## config.mk

```make
export PLATFORM = sky130hd
export DESIGN_NAME = ir_symbol_classifier
export DESIGN_NICKNAME = d
export VERILOG_FILES = /design/src/rtl/ir_cls_pkg.sv /design/src/rtl/ir_mark_space_meter.sv /design/src/rtl/ir_window_cmp.sv /design/src/rtl/ir_symbol_decider.sv /design/src/rtl/ir_symbol_classifier.sv
export SDC_FILE = /design/constraint.sdc
export NUM_CORES = 1
export LEC_CHECK = 0
export ABC_AREA = 1
export BUFFER_PORTS_ARGS = -buffer_cell sky130_fd_sc_hd__buf_2
export CAP_MARGIN = 40
export CORE_MARGIN = 2
export CORE_UTILIZATION = 25
export CTS_BUF_LIST = sky130_fd_sc_hd__clkbuf_8
export CTS_CLUSTER_SIZE = 40
export DETAILED_ROUTE_END_ITERATION = 7
export HOLD_SLACK_MARGIN = 0.15
export PLACE_DENSITY = 0.49
export SLEW_MARGIN = 20
export SYNTH_ARGS = -nofsm -noshare
export SYNTH_HDL_FRONTEND = slang
export SYNTH_SLANG_ARGS = --single-unit
```

## constraint.sdc

```tcl
create_clock -name clk -period 2.4 [get_ports clk]
set_clock_uncertainty 0.15 [all_clocks]
set_input_delay 0.6 -clock clk [delete_from_list [all_inputs] [get_ports clk]]
set_output_delay 0.6 -clock clk [all_outputs]
set_load 0.05 [all_outputs]
```

## src/rtl/ir_cls_pkg.sv

```systemverilog
// Shared types and constants for the infrared symbol classifier.
package ir_cls_pkg;
    // Bit positions inside the control word
    localparam int CTRL_EN  = 0;
    localparam int CTRL_INV = 1;
    localparam int CTRL_LDR = 2;
    localparam int CTRL_W   = 3;

    // One leader window plus four data symbol windows
    localparam int NUM_DATA = 4;
    localparam int NUM_WIN  = NUM_DATA + 1;
    localparam int CODE_W   = $clog2(NUM_DATA);

    typedef enum logic [1:0] {
        MS_WAIT  = 2'd0,
        MS_MARK  = 2'd1,
        MS_SPACE = 2'd2
    } meas_st_e;

    typedef enum logic {
        CL_HUNT = 1'b0,
        CL_DATA = 1'b1
    } cls_st_e;
endpackage

```

## src/rtl/ir_mark_space_meter.sv

```systemverilog
// Measures mark and space durations of a synchronised IR input.
// Assumes: ir_in is already synchronous to clk. A pair is closed when the
// next mark starts; the pulse and the pulse+space period are then presented
// for one cycle with meas_vld. Counters saturate instead of wrapping.
module ir_mark_space_meter
    import ir_cls_pkg::*;
#(
    parameter int CNT_W = 16
) (
    input  logic             clk,
    input  logic             rst_n,
    input  logic             en,
    input  logic             invert,
    input  logic             ir_in,
    output logic             meas_vld,
    output logic [CNT_W-1:0] meas_pulse,
    output logic [CNT_W:0]   meas_period
);
    meas_st_e         st;
    logic             act;
    logic             act_q;
    logic [CNT_W-1:0] mark_cnt;
    logic [CNT_W-1:0] space_cnt;

    function automatic logic [CNT_W-1:0] sat_inc(input logic [CNT_W-1:0] v);
        return (&v) ? v : v + 1'b1;
    endfunction

    // Active (mark) level after polarity selection
    assign act = ir_in ^ invert;

    // Mark/space measurement state machine
    always_ff @(posedge clk) begin
        if (!rst_n || !en) begin
            st          <= MS_WAIT;
            act_q       <= 1'b1;
            mark_cnt    <= '0;
            space_cnt   <= '0;
            meas_vld    <= 1'b0;
            meas_pulse  <= '0;
            meas_period <= '0;
        end else begin
            act_q    <= act;
            meas_vld <= 1'b0;
            case (st)
                MS_WAIT: begin
                    if (act && !act_q) begin
                        st       <= MS_MARK;
                        mark_cnt <= CNT_W'(1);
                    end
                end
                MS_MARK: begin
                    if (act) begin
                        mark_cnt <= sat_inc(mark_cnt);
                    end else begin
                        st        <= MS_SPACE;
                        space_cnt <= CNT_W'(1);
                    end
                end
                MS_SPACE: begin
                    if (!act) begin
                        space_cnt <= sat_inc(space_cnt);
                    end else begin
                        meas_vld    <= 1'b1;
                        meas_pulse  <= mark_cnt;
                        meas_period <= {1'b0, mark_cnt} + {1'b0, space_cnt};
                        st          <= MS_MARK;
                        mark_cnt    <= CNT_W'(1);
                        space_cnt   <= '0;
                    end
                end
                default: st <= MS_WAIT;
            endcase
        end
    end

    // a closed measurement holds a mark of at least one cycle and a non-empty space
    assert_meas_nonempty_R1: assert property (@(posedge clk) disable iff (!rst_n)
        meas_vld |-> (meas_pulse != '0) && (meas_period > {1'b0, meas_pulse}));

    // a full mark counter stays full while the mark lasts
    assert_mark_saturates_R10: assert property (@(posedge clk) disable iff (!rst_n)
        (en && st == MS_MARK && act && (&mark_cnt)) |=> ((&mark_cnt) || st != MS_MARK));

    // a full space counter stays full while the space lasts
    assert_space_saturates_R10: assert property (@(posedge clk) disable iff (!rst_n)
        (en && st == MS_SPACE && !act && (&space_cnt)) |=> ((&space_cnt) || st != MS_SPACE));
endmodule

```

## src/rtl/ir_window_cmp.sv

```systemverilog
// Compares one measured pair against one window.
// Assumes: the window word packs, from the top, period max, period min,
// width max and width min, each FIELD_W bits. Pulse and period are divided
// by 2**WID_SHIFT and 2**PER_SHIFT (floor) before inclusive comparison.
module ir_window_cmp #(
    parameter int CNT_W     = 16,
    parameter int FIELD_W   = 8,
    parameter int WID_SHIFT = 0,
    parameter int PER_SHIFT = 1
) (
    input  logic [4*FIELD_W-1:0] win,
    input  logic [CNT_W-1:0]     pulse,
    input  logic [CNT_W:0]       period,
    output logic                 hit
);
    localparam int CW = CNT_W + 1;

    logic [CW-1:0] wid_q, per_q;
    logic [CW-1:0] per_max, per_min, wid_max, wid_min;

    // Scale measurements and unpack the bounds
    always_comb begin
        wid_q   = CW'(pulse >> WID_SHIFT);
        per_q   = period >> PER_SHIFT;
        per_max = CW'(win[4*FIELD_W-1:3*FIELD_W]);
        per_min = CW'(win[3*FIELD_W-1:2*FIELD_W]);
        wid_max = CW'(win[2*FIELD_W-1:FIELD_W]);
        wid_min = CW'(win[FIELD_W-1:0]);
    end

    // Both the width and the period must be inside their bounds
    assign hit = (wid_q >= wid_min) && (wid_q <= wid_max) &&
                 (per_q >= per_min) && (per_q <= per_max);
endmodule

```

## src/rtl/ir_symbol_decider.sv

```systemverilog
// Turns window hits of a closed pair into leader/symbol/error strobes.
// Assumes: hits are valid in the cycle meas_vld is high. Data windows are
// priority-encoded, lowest code first; strobes are registered.
module ir_symbol_decider
    import ir_cls_pkg::*;
(
    input  logic                clk,
    input  logic                rst_n,
    input  logic                en,
    input  logic                lden,
    input  logic                meas_vld,
    input  logic                ldr_hit,
    input  logic [NUM_DATA-1:0] data_hit,
    output logic                ldr_stb,
    output logic                sym_stb,
    output logic [CODE_W-1:0]   sym_code,
    output logic                err_stb
);
    cls_st_e           st;
    logic              any_data;
    logic [CODE_W-1:0] data_code;

    // Lowest matching data window wins
    always_comb begin
        data_code = '0;
        for (int i = NUM_DATA - 1; i >= 0; i--) begin
            if (data_hit[i]) data_code = CODE_W'(i);
        end
    end
    assign any_data = |data_hit;

    // Leader tracking and strobe generation
    always_ff @(posedge clk) begin
        if (!rst_n || !en) begin
            st       <= CL_HUNT;
            ldr_stb  <= 1'b0;
            sym_stb  <= 1'b0;
            err_stb  <= 1'b0;
            sym_code <= '0;
        end else begin
            ldr_stb <= 1'b0;
            sym_stb <= 1'b0;
            err_stb <= 1'b0;
            if (meas_vld) begin
                if (!lden) begin
                    if (any_data) begin
                        sym_stb  <= 1'b1;
                        sym_code <= data_code;
                    end else begin
                        err_stb <= 1'b1;
                    end
                end else if (st == CL_DATA && any_data) begin
                    sym_stb  <= 1'b1;
                    sym_code <= data_code;
                end else if (ldr_hit) begin
                    ldr_stb <= 1'b1;
                    st      <= CL_DATA;
                end else begin
                    err_stb <= 1'b1;
                    st      <= CL_HUNT;
                end
            end
        end
    end

    // never more than one strobe in a cycle
    assert_single_strobe_R12: assert property (@(posedge clk) disable iff (!rst_n)
        $onehot0({ldr_stb, sym_stb, err_stb}));

    // strobes only follow a closed measurement
    assert_strobe_after_meas_R12: assert property (@(posedge clk) disable iff (!rst_n)
        (ldr_stb || sym_stb || err_stb) |-> $past(meas_vld));

    // a disabled decoder stays silent
    assert_quiet_when_off_R11: assert property (@(posedge clk) disable iff (!rst_n)
        !en |=> !(ldr_stb || sym_stb || err_stb));

    // without a prior leader, a non-leader pair is an error
    assert_need_leader_R7: assert property (@(posedge clk) disable iff (!rst_n)
        (en && lden && st == CL_HUNT && meas_vld && !ldr_hit) |=> err_stb);
endmodule

```

## src/rtl/ir_symbol_classifier.sv

```systemverilog
// Top of the IR mark/space symbol classifier.
// Assumes: ir_in synchronised; cfg_win holds NUM_WIN windows, window 0 the
// leader (both fields in 16-cycle units), windows 1..4 data codes 0..3
// (period in 2-cycle units, width in cycles).
module ir_symbol_classifier
    import ir_cls_pkg::*;
#(
    parameter int CNT_W      = 16,
    parameter int FIELD_W    = 8,
    parameter int LDR_SHIFT  = 4,
    parameter int DPER_SHIFT = 1,
    parameter int DWID_SHIFT = 0
) (
    input  logic                         clk,
    input  logic                         rst_n,
    input  logic                         ir_in,
    input  logic [CTRL_W-1:0]            cfg_ctrl,
    input  logic [NUM_WIN*4*FIELD_W-1:0] cfg_win,
    output logic                         ldr_stb,
    output logic                         sym_stb,
    output logic [CODE_W-1:0]            sym_code,
    output logic                         err_stb
);
    localparam int WIN_W = 4 * FIELD_W;

    logic               meas_vld;
    logic [CNT_W-1:0]   meas_pulse;
    logic [CNT_W:0]     meas_period;
    logic [NUM_WIN-1:0] win_hit;

    ir_mark_space_meter #(.CNT_W(CNT_W)) i_meter (
        .clk        (clk),
        .rst_n      (rst_n),
        .en         (cfg_ctrl[CTRL_EN]),
        .invert     (cfg_ctrl[CTRL_INV]),
        .ir_in      (ir_in),
        .meas_vld   (meas_vld),
        .meas_pulse (meas_pulse),
        .meas_period(meas_period)
    );

    // One comparator per window; the leader uses its own granularity
    for (genvar w = 0; w < NUM_WIN; w++) begin : g_win
        ir_window_cmp #(
            .CNT_W    (CNT_W),
            .FIELD_W  (FIELD_W),
            .WID_SHIFT((w == 0) ? LDR_SHIFT : DWID_SHIFT),
            .PER_SHIFT((w == 0) ? LDR_SHIFT : DPER_SHIFT)
        ) i_cmp (
            .win   (cfg_win[w*WIN_W +: WIN_W]),
            .pulse (meas_pulse),
            .period(meas_period),
            .hit   (win_hit[w])
        );
    end

    ir_symbol_decider i_decider (
        .clk     (clk),
        .rst_n   (rst_n),
        .en      (cfg_ctrl[CTRL_EN]),
        .lden    (cfg_ctrl[CTRL_LDR]),
        .meas_vld(meas_vld),
        .ldr_hit (win_hit[0]),
        .data_hit(win_hit[NUM_WIN-1:1]),
        .ldr_stb (ldr_stb),
        .sym_stb (sym_stb),
        .sym_code(sym_code),
        .err_stb (err_stb)
    );
endmodule

```

==> results of run 1 <==
-- Yosys cell counts, types with 2 or more instances --
master and n:
nand2_4 3, inv_2 4, o31ai_1 4, nor4_1 4, a21oi_2 3, o21ai_2 3
xnor2_1 6, nand3_1 51, dfxtp_1 74, o211a_1 2, clkinv_1 2, nand2_2 3
nor2_4 4, clkinv_2 2, a21o_1 6, o21a_1 12, nand2_1 287, nand3_2 2
nand4_1 26, nor2_2 5, buf_2 5, nor2_1 90, a21oi_1 119, nor3_1 23
o21ai_4 2, clkbuf_1 5, o221ai_1 2, xor2_1 8, nand3_4 2, nand3b_1 3
o21ai_0 57, a21boi_0 3, ha_1 181, a211oi_1 5, inv_1 298, o21ai_1 6
o21bai_1 9
-- metal layers --
metal	part of all wire (%)	wire length (microns)
met1	46	12240
met5	0	0
met4	1.4	376
met2	48	12780
met3	4.2	1107
-- area by class of cell --
type	count	area share (%)
Clock inverter	5	0.4773
Clock buffer	11	1.375
Sequential cell	74	13.70
Multi-Input combinational cell	945	55.76
Timing Repair Buffer	234	12.89
Tap cell	455	5.170
Inverter	308	10.62
-- cell families (layout without fill, tap and decap cells) --
group                    Yosys count  after routing  synth area share [%]
AO/OA/AOI/OAI                    240            240                 15.90
XOR/XNOR                          14             14                 1.404
adder cells (fa/ha/maj)          182            182                 26.16
buffers and inverters            319            558                 13.94
flip-flops                        74             74                 16.96
AND/OR/NAND/NOR                  509            509                 25.63
-- through the flow --
step,power [mW],instances
CTS,3.398,2025
floorplan,1.919,1338
global route,3.605,2032
detailed placement,2.355,2009
finish,3.357,2032
global placement,2.343,2009
-- worst max-delay path: stages (launching register included) --
cell,delay [ps]
dfxtp_2,360
clkinvlp_4,90
buf_12,150
buf_4,130
ha_1,280
o21a_1,190
o21ai_0,130
nand2_1,70
nand2_1,60
nand2_1,50
nand2_1,50
nand2_1,40
nand3b_1,140
nand3_1,100
nand3_1,90
nand2_1,50
nor2_1,80
-- registers in the layout, indices dropped and copies added (netlist names) --
signal / flops
i_meter.meas_period: 16
i_meter.space_cnt: 16
i_meter.meas_pulse: 16
i_meter.meas_vld: 1
i_decider.ldr_stb: 1
i_decider.err_stb: 1
i_decider.sym_code: 2
i_decider.st: 1
i_meter.act_q: 1
i_decider.sym_stb: 1
i_meter.st: 2
i_meter.mark_cnt: 16
-- power groups by stage --
stage,sequential (mW),combinational [mW],clock [mW]
after global placement,1.30,1.04,0
after detailed placement,1.30,1.05,0
after CTS,1.27,1.06,1.07
after floorplan,1.30,0.619,0
after global routing,1.27,1.21,1.12
final,1.27,1.06,1.03
-- cells in the final DEF (no fill, tap or decap), drive strengths merged, types with 5 or more instances in the layout --
| master | count |
|---|---|
| inv | 302 |
| nand2 | 293 |
| buf | 234 |
| ha | 181 |
| a21oi | 122 |
| nor2 | 99 |
| dfxtp | 74 |
| o21ai | 68 |
| nand3 | 55 |
| nand4 | 27 |
| nor3 | 24 |
| o21a | 12 |
| clkbuf | 11 |
| o21bai | 9 |
| xor2 | 8 |
| clkinv | 8 |
| a21o | 6 |
| xnor2 | 6 |
| a211oi | 5 |
-- path summary, 6_finish.rpt --
kind                     startpoint                     end  slack, ps  cells past startpoint
max          i_meter.meas_period[1]   i_decider.sym_code[1]        150                     16
min          i_meter.meas_pulse[12]  i_meter.meas_pulse[12]        310                      2
max reg2reg  i_meter.meas_period[1]   i_decider.sym_code[1]        150                     16
min reg2reg  i_meter.meas_pulse[12]  i_meter.meas_pulse[12]        310                      2
-- repair_timing --
item | in CTS | in global routing
buffers inserted | 0 | 8
endpoints found under the hold margin | 0 | 0
resized for setup | 6 | 37
pin swaps | 0 | 8
setup endpoints to repair | 6 | 18
==> impl_metrics.yaml, run 1 <==
timing:
  setup_violations: 0
  hold_slack_ps: 305.4
  setup_ws_ps: 145.2
  fmax_mhz: 443.5
  max_slew_margin_pct: 66.48
  period_share_pct: 93.95
  hold_viol_final: 0
  rsz0062_at_grt: "no"
  maxSlewViolCount: 0
  tightest_slew_ps: 498.9
  finalSetupTns_ps: 0
  min_period_ps: 2255
floorplanning:
  die_y_microns: 190.9
  dieArea_sq_um: 36440
  dieWidth_microns: 190.9
  rows: 68
  ios: 171
  initial_core_util_pct: 25.34
  design.core.area_sq_um: 34460
grt:
  antenna_found_initial: 0
  use_met1_pct: 18.11
  groute.usage.overall_pct: 14.51
  use_met2_pct: 26.56
  grt.busiest_layer: "met2"
  overflow: 0
  grt_max_degree: 28
  first_global_vias: 8537
  use_met3_pct: 1.487
  grt_first_pass_wirelength_mm: 41.88
synth:
  synth-seq-cells: 74
  ys.warnings.count: 0
  yosysUniqueCellTypes: 54
  synth-async-reset-ratio_pct: 0
  yosysSeqAreaShare_pct: 16.96
  yosys-top-cells-area: "ha_1 (26%), dfxtp_1 (17%), inv_1 (13%)"
  synth_top_area_cell: "ha_1"
  syn-cell-area_sq_um: 8733
  synth_edf_count: 0
  syn_inst: 1338
  synth-main-ff-cell: "dfxtp_1"
  syn_nets: 1686
  synth_area_per_cell_sq_um: 6.527
  synth_top_area_share_pct: 25.93
clocking:
  clockBufferDepth: 2
  cts-root-buf: "clkbuf_8"
  clk_latency_ps: 370
  cts.sinks: 74
  htree_num_levels: 3
  cts_made_buffers: 9
  clk_pin_slew_worst_paths_ps: 80
  ctsHoldBuffers: 0
  cts_tree: "done"
worst_setup_path:
  setup.worst_path.start_class: "flop"
  critPathKind: "reg2reg"
  path_max_fanout: 8
  end_kind: "flop"
  critPathRequiredTime_ps: 2560
  arrival_ps: 2410
power:
  sequentialPowerShare_pct: 37.8
  internal_power_mw: 2.214
  peakVddDrop_uv: 163.4
  power_per_cell_area_nw_per_um2: 304.9
  clkPwrFrac_pct: 30.7
  p_comb_share_pct: 31.5
  swShare_pct: 34.03
  power.switching_mw: 1.142
  power.leakage_nw: 6.366
cells_and_area:
  final_util_pct: 31.95
  regArea_sq_um: 1509
  nNetsFinal: 1920
  multi_input_area_sq_um: 6140
  area_delta_synth_final_pct: 26.07
  final_cell_area_sq_um: 11010
  diodes: 0
  drive_above_1_share_pct: 20.61
  fillerInstances: 3831
placed_design:
  post_dp_cell_area_sq_um: 10600
  gp_congestion: 0.8440
  dp_slack_ps: -152.8
  io_buffers: 170
  dpl.hpwl_mm: 22.32
routing:
  viasPerCell: 4.355
  drt-initial-drc-count: 366
  route.detailed.drc: 0
  wl_per_cell_microns: 13.04
  drt_wl_total_mm: 26.50
  drt_pass1_iterations: 5
  antenna_left: 0
  vias: 8849
worst_hold_path:
  hold_path.class: "reg2reg"
run:
  maxCapViolations: 0
outcome:
  status: "finished, final reports clean"
Note: power is estimated with default switching activity, not from simulation.
==> run 2, diff against run 1 <==
--- a/config.mk
+++ b/config.mk
@@ -10,7 +10,6 @@
 export CAP_MARGIN = 40
 export CORE_MARGIN = 2
 export CORE_UTILIZATION = 25
-export CTS_BUF_LIST = sky130_fd_sc_hd__clkbuf_8
 export CTS_CLUSTER_SIZE = 40
 export DETAILED_ROUTE_END_ITERATION = 7
 export HOLD_SLACK_MARGIN = 0.15
==> run 2 against run 1 <==
Compared with the run above:
- clock power grew 35%
- global-route usage is essentially flat
- die area is the same
- final area grew 0.91%
- combinational power is essentially flat
- first-iteration DRC count grew 6.3%
- via count shrank 0.40%
- sequential cell count is the same
- power grew 11%
- non-clock buffer count shrank 2
- critical path depth is the same
- maximum frequency grew 0.39%
- critical endpoint unchanged
==> impl_metrics.yaml, run 2 (synthesis gave the netlist of run 1 again) <==
floorplanning:
  dieWidth_microns: 190.9
  ios: 171
  design.core.area_sq_um: 34460
  rows: 68
  initial_core_util_pct: 25.34
  dieArea_sq_um: 36440
  die_y_microns: 190.9
clocking:
  cts-root-buf: "clkbuf_16"
  htree_num_levels: 3
  cts_tree: "done"
  clockBufferDepth: 2
  clk_pin_slew_worst_paths_ps: 60
  ctsHoldBuffers: 0
  cts_made_buffers: 9
  cts.sinks: 74
  clk_latency_ps: 340
routing:
  viasPerCell: 4.342
  route.detailed.drc: 0
  vias: 8814
  drt_wl_total_mm: 26.46
  drt-initial-drc-count: 389
  drt_pass1_iterations: 5
  antenna_left: 0
  wl_per_cell_microns: 13.03
power:
  power_per_cell_area_nw_per_um2: 334.6
  power.leakage_nw: 6.400
  peakVddDrop_uv: 282.5
timing:
  max_slew_margin_pct: 66.32
  setup_violations: 0
  min_period_ps: 2246
  period_share_pct: 93.58
  fmax_mhz: 445.2
  tightest_slew_ps: 501.3
  hold_viol_final: 0
  setup_ws_ps: 154.0
  maxSlewViolCount: 0
cells_and_area:
  nNetsFinal: 1918
  layout_commonest_cell: "inv_1"
  drive_above_1_share_pct: 20.57
  final_cell_area_sq_um: 11110
  fillerInstances: 3818
  final_cell_mix: "inv_1 (297), nand2_1 (282), ha_1 (179)"
  final_cells: 2030
  diodes: 0
  area_delta_synth_final_pct: 27.22
placed_design:
  dp_cells: 2009
  post_dp_cell_area_sq_um: 10600
  dpl.hpwl_mm: 22.32
  gp_congestion: 0.8440
  dp_slack_ps: -152.8
  io_buffers: 170
worst_setup_path:
  critPathSlowestCell: "dfxtp_2"
  critPathKind: "reg2reg"
  end_kind: "flop"
  path_max_fanout: 8
  setup.worst_path.start_class: "flop"
  critPathRequiredTime_ps: 2530
  cpMostUsedCell: "nand2_1"
  cp_slowest_stage_delay_ps: 350
  critical-path-top-delay-family: "simple AND/OR/NAND/NOR gates"
  arrival_ps: 2380
  worstPathBufferInverterCount: 3
  crit_chain: "clkinvlp_4 > buf_12 > buf_4 > ha_1 > o21a_1 > o21ai_0 > nand2_1 > nand2_1 > nand2_1 > nand2_1 > nand2_1 > nand3b_1 > nand3_1 > nand3_1 > nand2_1 > nor2_1"
grt:
  first_global_vias: 8542
  groute.usage.overall_pct: 14.52
  overflow: 0
  grt_max_degree: 28
  antenna_found_initial: 0
  grt_first_pass_wirelength_mm: 41.92
outcome:
  status: "finished, final reports clean"
run:
  maxCapViolations: 0
worst_hold_path:
  hold_path.class: "reg2reg"
## run 2: cell count changes in the layout (fill, tap and decap cells not counted), moves of 2 or more
cell / before / now
buf_4: 57 / 53
clkbuf_16: 0 / 9
clkbuf_8: 11 / 2
dfxtp_1: 62 / 64
dfxtp_2: 7 / 5
nand2_1: 285 / 282
nand2_2: 5 / 8
## run 2: tightest hold or removal path: stages (launching register included)
cell and delay [ps]:
dfxtp_1 300, inv_1 60, a21oi_1 50
## run 2: per-stage QoR
step                      TNS (ps)  hold WS, ps  power [mW]  utilization [%]
after detailed placement    -658.8        292.4       2.355            30.75
after global placement      -673.1        297.6       2.343            30.75
after global routing        -2.037        318.9       3.974            32.24
after CTS                        0        302.1       3.766            31.66
final                            0        301.8       3.717            32.24
after floorplan                  0        279.3       1.919                -
## run 2: worst paths after layout
kind	start	endpoint	slack (ps)	depth (start not counted)
worst max-delay path	i_meter.meas_period[1]	i_decider.sym_code[1]	150	16
worst min-delay path	i_meter.meas_pulse[12]	i_meter.meas_pulse[12]	300	2
worst max register to register	i_meter.meas_period[1]	i_decider.sym_code[1]	150	16
worst min register to register	i_meter.meas_pulse[12]	i_meter.meas_pulse[12]	300	2
## run 2: cell type report
cell class                 instances  area (sq um)  area share (%)
multi-input combinational        945          6140           55.26
sequential                        74          1506           13.56
timing repair buffer             232          1420           12.78
inverter                         308          1170           10.53
tap                              455         569.3           5.124
clock buffer                      11         252.7           2.275
clock inverter                     5         52.55          0.4730
## run 2: repair_timing
item / in CTS / in global routing
pin swaps: 0 / 11
setup endpoints to repair: 6 / 18
gates resized for setup: 6 / 39
endpoints found under the hold margin: 0 / 0
buffers inserted: 0 / 5
## run 2: metal layers
| metal | vias up | wire (microns) | GRT usage (%) |
|---|---|---|---|
| li1 | 4806 | - | - |
| met1 | 3822 | 12190 | 18.09 |
| met2 | 168 | 12680 | 26.60 |
| met3 | 18 | 1206 | 1.487 |
| met4 | 0 | 380 | 3.459 |
| met5 | - | 0 | 0 |
## run 2: report_power, final
group          leakage [nW]  switching [mW]  internal (mW)
registers             0.603          0.0241           1.25
logic                  5.65           0.618          0.437
clock network         0.151           0.535          0.856
total                  6.40            1.18           2.54
==> run 3, diff against run 2 <==
--- a/config.mk
+++ b/config.mk
@@ -13,7 +13,7 @@
 export CTS_CLUSTER_SIZE = 40
 export DETAILED_ROUTE_END_ITERATION = 7
 export HOLD_SLACK_MARGIN = 0.15
-export PLACE_DENSITY = 0.49
+export PLACE_DENSITY = 0.42
 export SLEW_MARGIN = 20
 export SYNTH_ARGS = -nofsm -noshare
 export SYNTH_HDL_FRONTEND = slang
==> run 3 against run 2 <==
Compared with the run above:
- sequential share of layout area up 0.068 points
- count of clock-buffer cells in the layout decreased by 1
- utilization decreased by 0.13 points
- global-route usage is 0.51 points higher
- first-iteration DRC count is 17% lower
- combinational power about the same
- critical path depth shrank 1
- largest cell class unchanged
- power down 4.1%
==> impl_metrics.yaml, run 3 (synthesis gave the netlist of run 1 again) <==
worst_hold_path:
  min_from: "i_meter.meas_pulse[12]"
  hold_path.class: "reg2reg"
floorplanning:
  rows: 68
  dieWidth_microns: 190.9
  dieArea_sq_um: 36440
  design.core.area_sq_um: 34460
  initial_core_util_pct: 25.34
  ios: 171
  die_y_microns: 190.9
worst_setup_path:
  cpMostUsedCell: "nand2_1"
  reg2reg_from: "i_meter.meas_period[8]"
  setup.worst_path.start_class: "flop"
  worstPathBufferInverterCount: 1
  r2r_slack_ps: 180
  crit_end: "i_decider.sym_code[0]"
  cp_slowest_stage_delay_ps: 310
  crit_start: "i_meter.meas_period[8]"
  end_kind: "flop"
  critPathKind: "reg2reg"
  critical-path-top-delay-family: "simple AND/OR/NAND/NOR gates"
  r2r_end: "i_decider.sym_code[0]"
  cp_num_cells: 15
  critPathSlowestCell: "dfxtp_1"
  critPathRequiredTime_ps: 2500
  arrival_ps: 2320
  reg2reg_depth: 15
  path_max_fanout: 7
  crit_chain: "buf_4 > ha_1 > nand2_1 > nor2_2 > nand3_2 > nor2_2 > nand2_1 > nand2_1 > nand4_1 > nand2_1 > nor2_1 > a21oi_2 > nand3_1 > nand2_1 > nor2_1"
cells_and_area:
  fillerInstances: 3827
  final_cell_mix: "inv_1 (297), nand2_1 (283), ha_1 (181)"
  drive_above_1_share_pct: 20.61
  regArea_sq_um: 1508
  multi_input_area_sq_um: 6105
  layout_commonest_cell: "inv_1"
  final_cells: 2037
  area_delta_synth_final_pct: 26.69
  nNetsFinal: 1926
  diodes: 0
timing:
  min_period_ps: 2223
  fmax_mhz: 449.8
  max_slew_margin_pct: 68.34
  tightest_slew_ps: 471.2
  setup_ws_ps: 176.7
  hold_viol_final: 0
  setup_violations: 0
  period_share_pct: 92.64
  rsz0062_at_grt: "yes"
  maxSlewViolCount: 0
grt:
  overflow: 0
  use_met3_pct: 1.671
  first_global_vias: 8468
  groute.usage.overall_pct: 15.04
  grt_max_degree: 34
  antenna_found_initial: 0
  use_met1_pct: 19.07
  grt.busiest_layer: "met2"
  grt_first_pass_wirelength_mm: 42.76
  use_met2_pct: 27.34
power:
  peakVddDrop_uv: 320.2
  power.leakage_nw: 6.409
  power_per_cell_area_nw_per_um2: 322.0
clocking:
  cts.sinks: 74
  clockBufferDepth: 2
  cts-root-buf: "clkbuf_16"
  cts_made_buffers: 9
  clk_pin_slew_worst_paths_ps: 60
  clk_latency_ps: 350
  htree_num_levels: 3
  cts_tree: "done"
placed_design:
  dpl.hpwl_mm: 23.25
  dp_slack_ps: -124.0
  io_buffers: 170
  gp_congestion: 0.8035
  dp_cells: 2021
routing:
  antenna_left: 0
  viasPerCell: 4.321
  route.detailed.drc: 0
  vias: 8802
  drt-initial-drc-count: 322
  wl_per_cell_microns: 13.47
  drt_pass1_iterations: 4
  drt_wl_total_mm: 27.44
outcome:
  status: "finished, final reports clean"
run:
  maxCapViolations: 0
-- run 3: how the worst min path moves through the flow --
stage                             endpoint  slack, ps  depth (start not counted)
floorplan           i_meter.meas_pulse[12]        280                          2
global placement    i_meter.meas_pulse[12]        290                          2
detailed placement  i_meter.meas_pulse[12]        290                          2
CTS                 i_meter.meas_pulse[12]        300                          2
global route        i_meter.meas_pulse[12]        320                          2
finish              i_meter.meas_pulse[12]        300                          2
-- run 3: metal layers --
layer | vias to the layer above | part of all wire [%]
li1 | 4820 | -
met1 | 3855 | 47
met2 | 113 | 48
met3 | 14 | 3.3
met4 | 0 | 0.91
met5 | - | 0
-- run 3: power breakdown --
group	switching [mW]	internal [mW]	leakage (nW)
Sequential	0.0262	1.25	0.604
Clock	0.550	0.692	0.132
Combinational	0.616	0.431	5.67
-- run 3: repair_timing --
item                                    4_1_cts  5_1_grt
setup buffers                                 0        1
hold buffers                                  0        0
endpoints found under the setup margin        6       11
pin swaps                                     0        2
gates resized for setup                       5       33
-- run 3: per-stage QoR --
step / TNS (ps) / power (mW) / hold slack [ps] / utilization, % / instance area (sq um)
2_1_floorplan: 0 / 1.919 / 279.3 / - / 8733
3_3_place_gp: -403.3 / 2.348 / 287.5 / 31.01 / 10690
3_5_place_dp: -423.4 / 2.359 / 292.8 / 31.01 / 10690
4_1_cts: -2.276 / 3.618 / 302.5 / 31.79 / 10960
5_1_grt: -31.70 / 3.816 / 322.9 / 32.11 / 11060
6_report: 0 / 3.563 / 301.4 / 32.11 / 11060
-- run 3: worst reg2reg max path, delay by kind of cell (launching register included) --
family	cells	cell delay, ps
and+or+nand+nor	12	1060
adders and majority gates	1	300
DFF	1	310
buffers and inverters	1	170
AOI/OAI and AO/OA	1	150
-- run 3: final cells by class --
cell class	instances	share of cell area, %
timing repair buffer	240	13.12
tap	455	5.145
inverter	308	10.57
sequential	74	13.63
clock buffer	10	2.069
multi-input combinational	945	55.17
clock inverter	5	0.2940
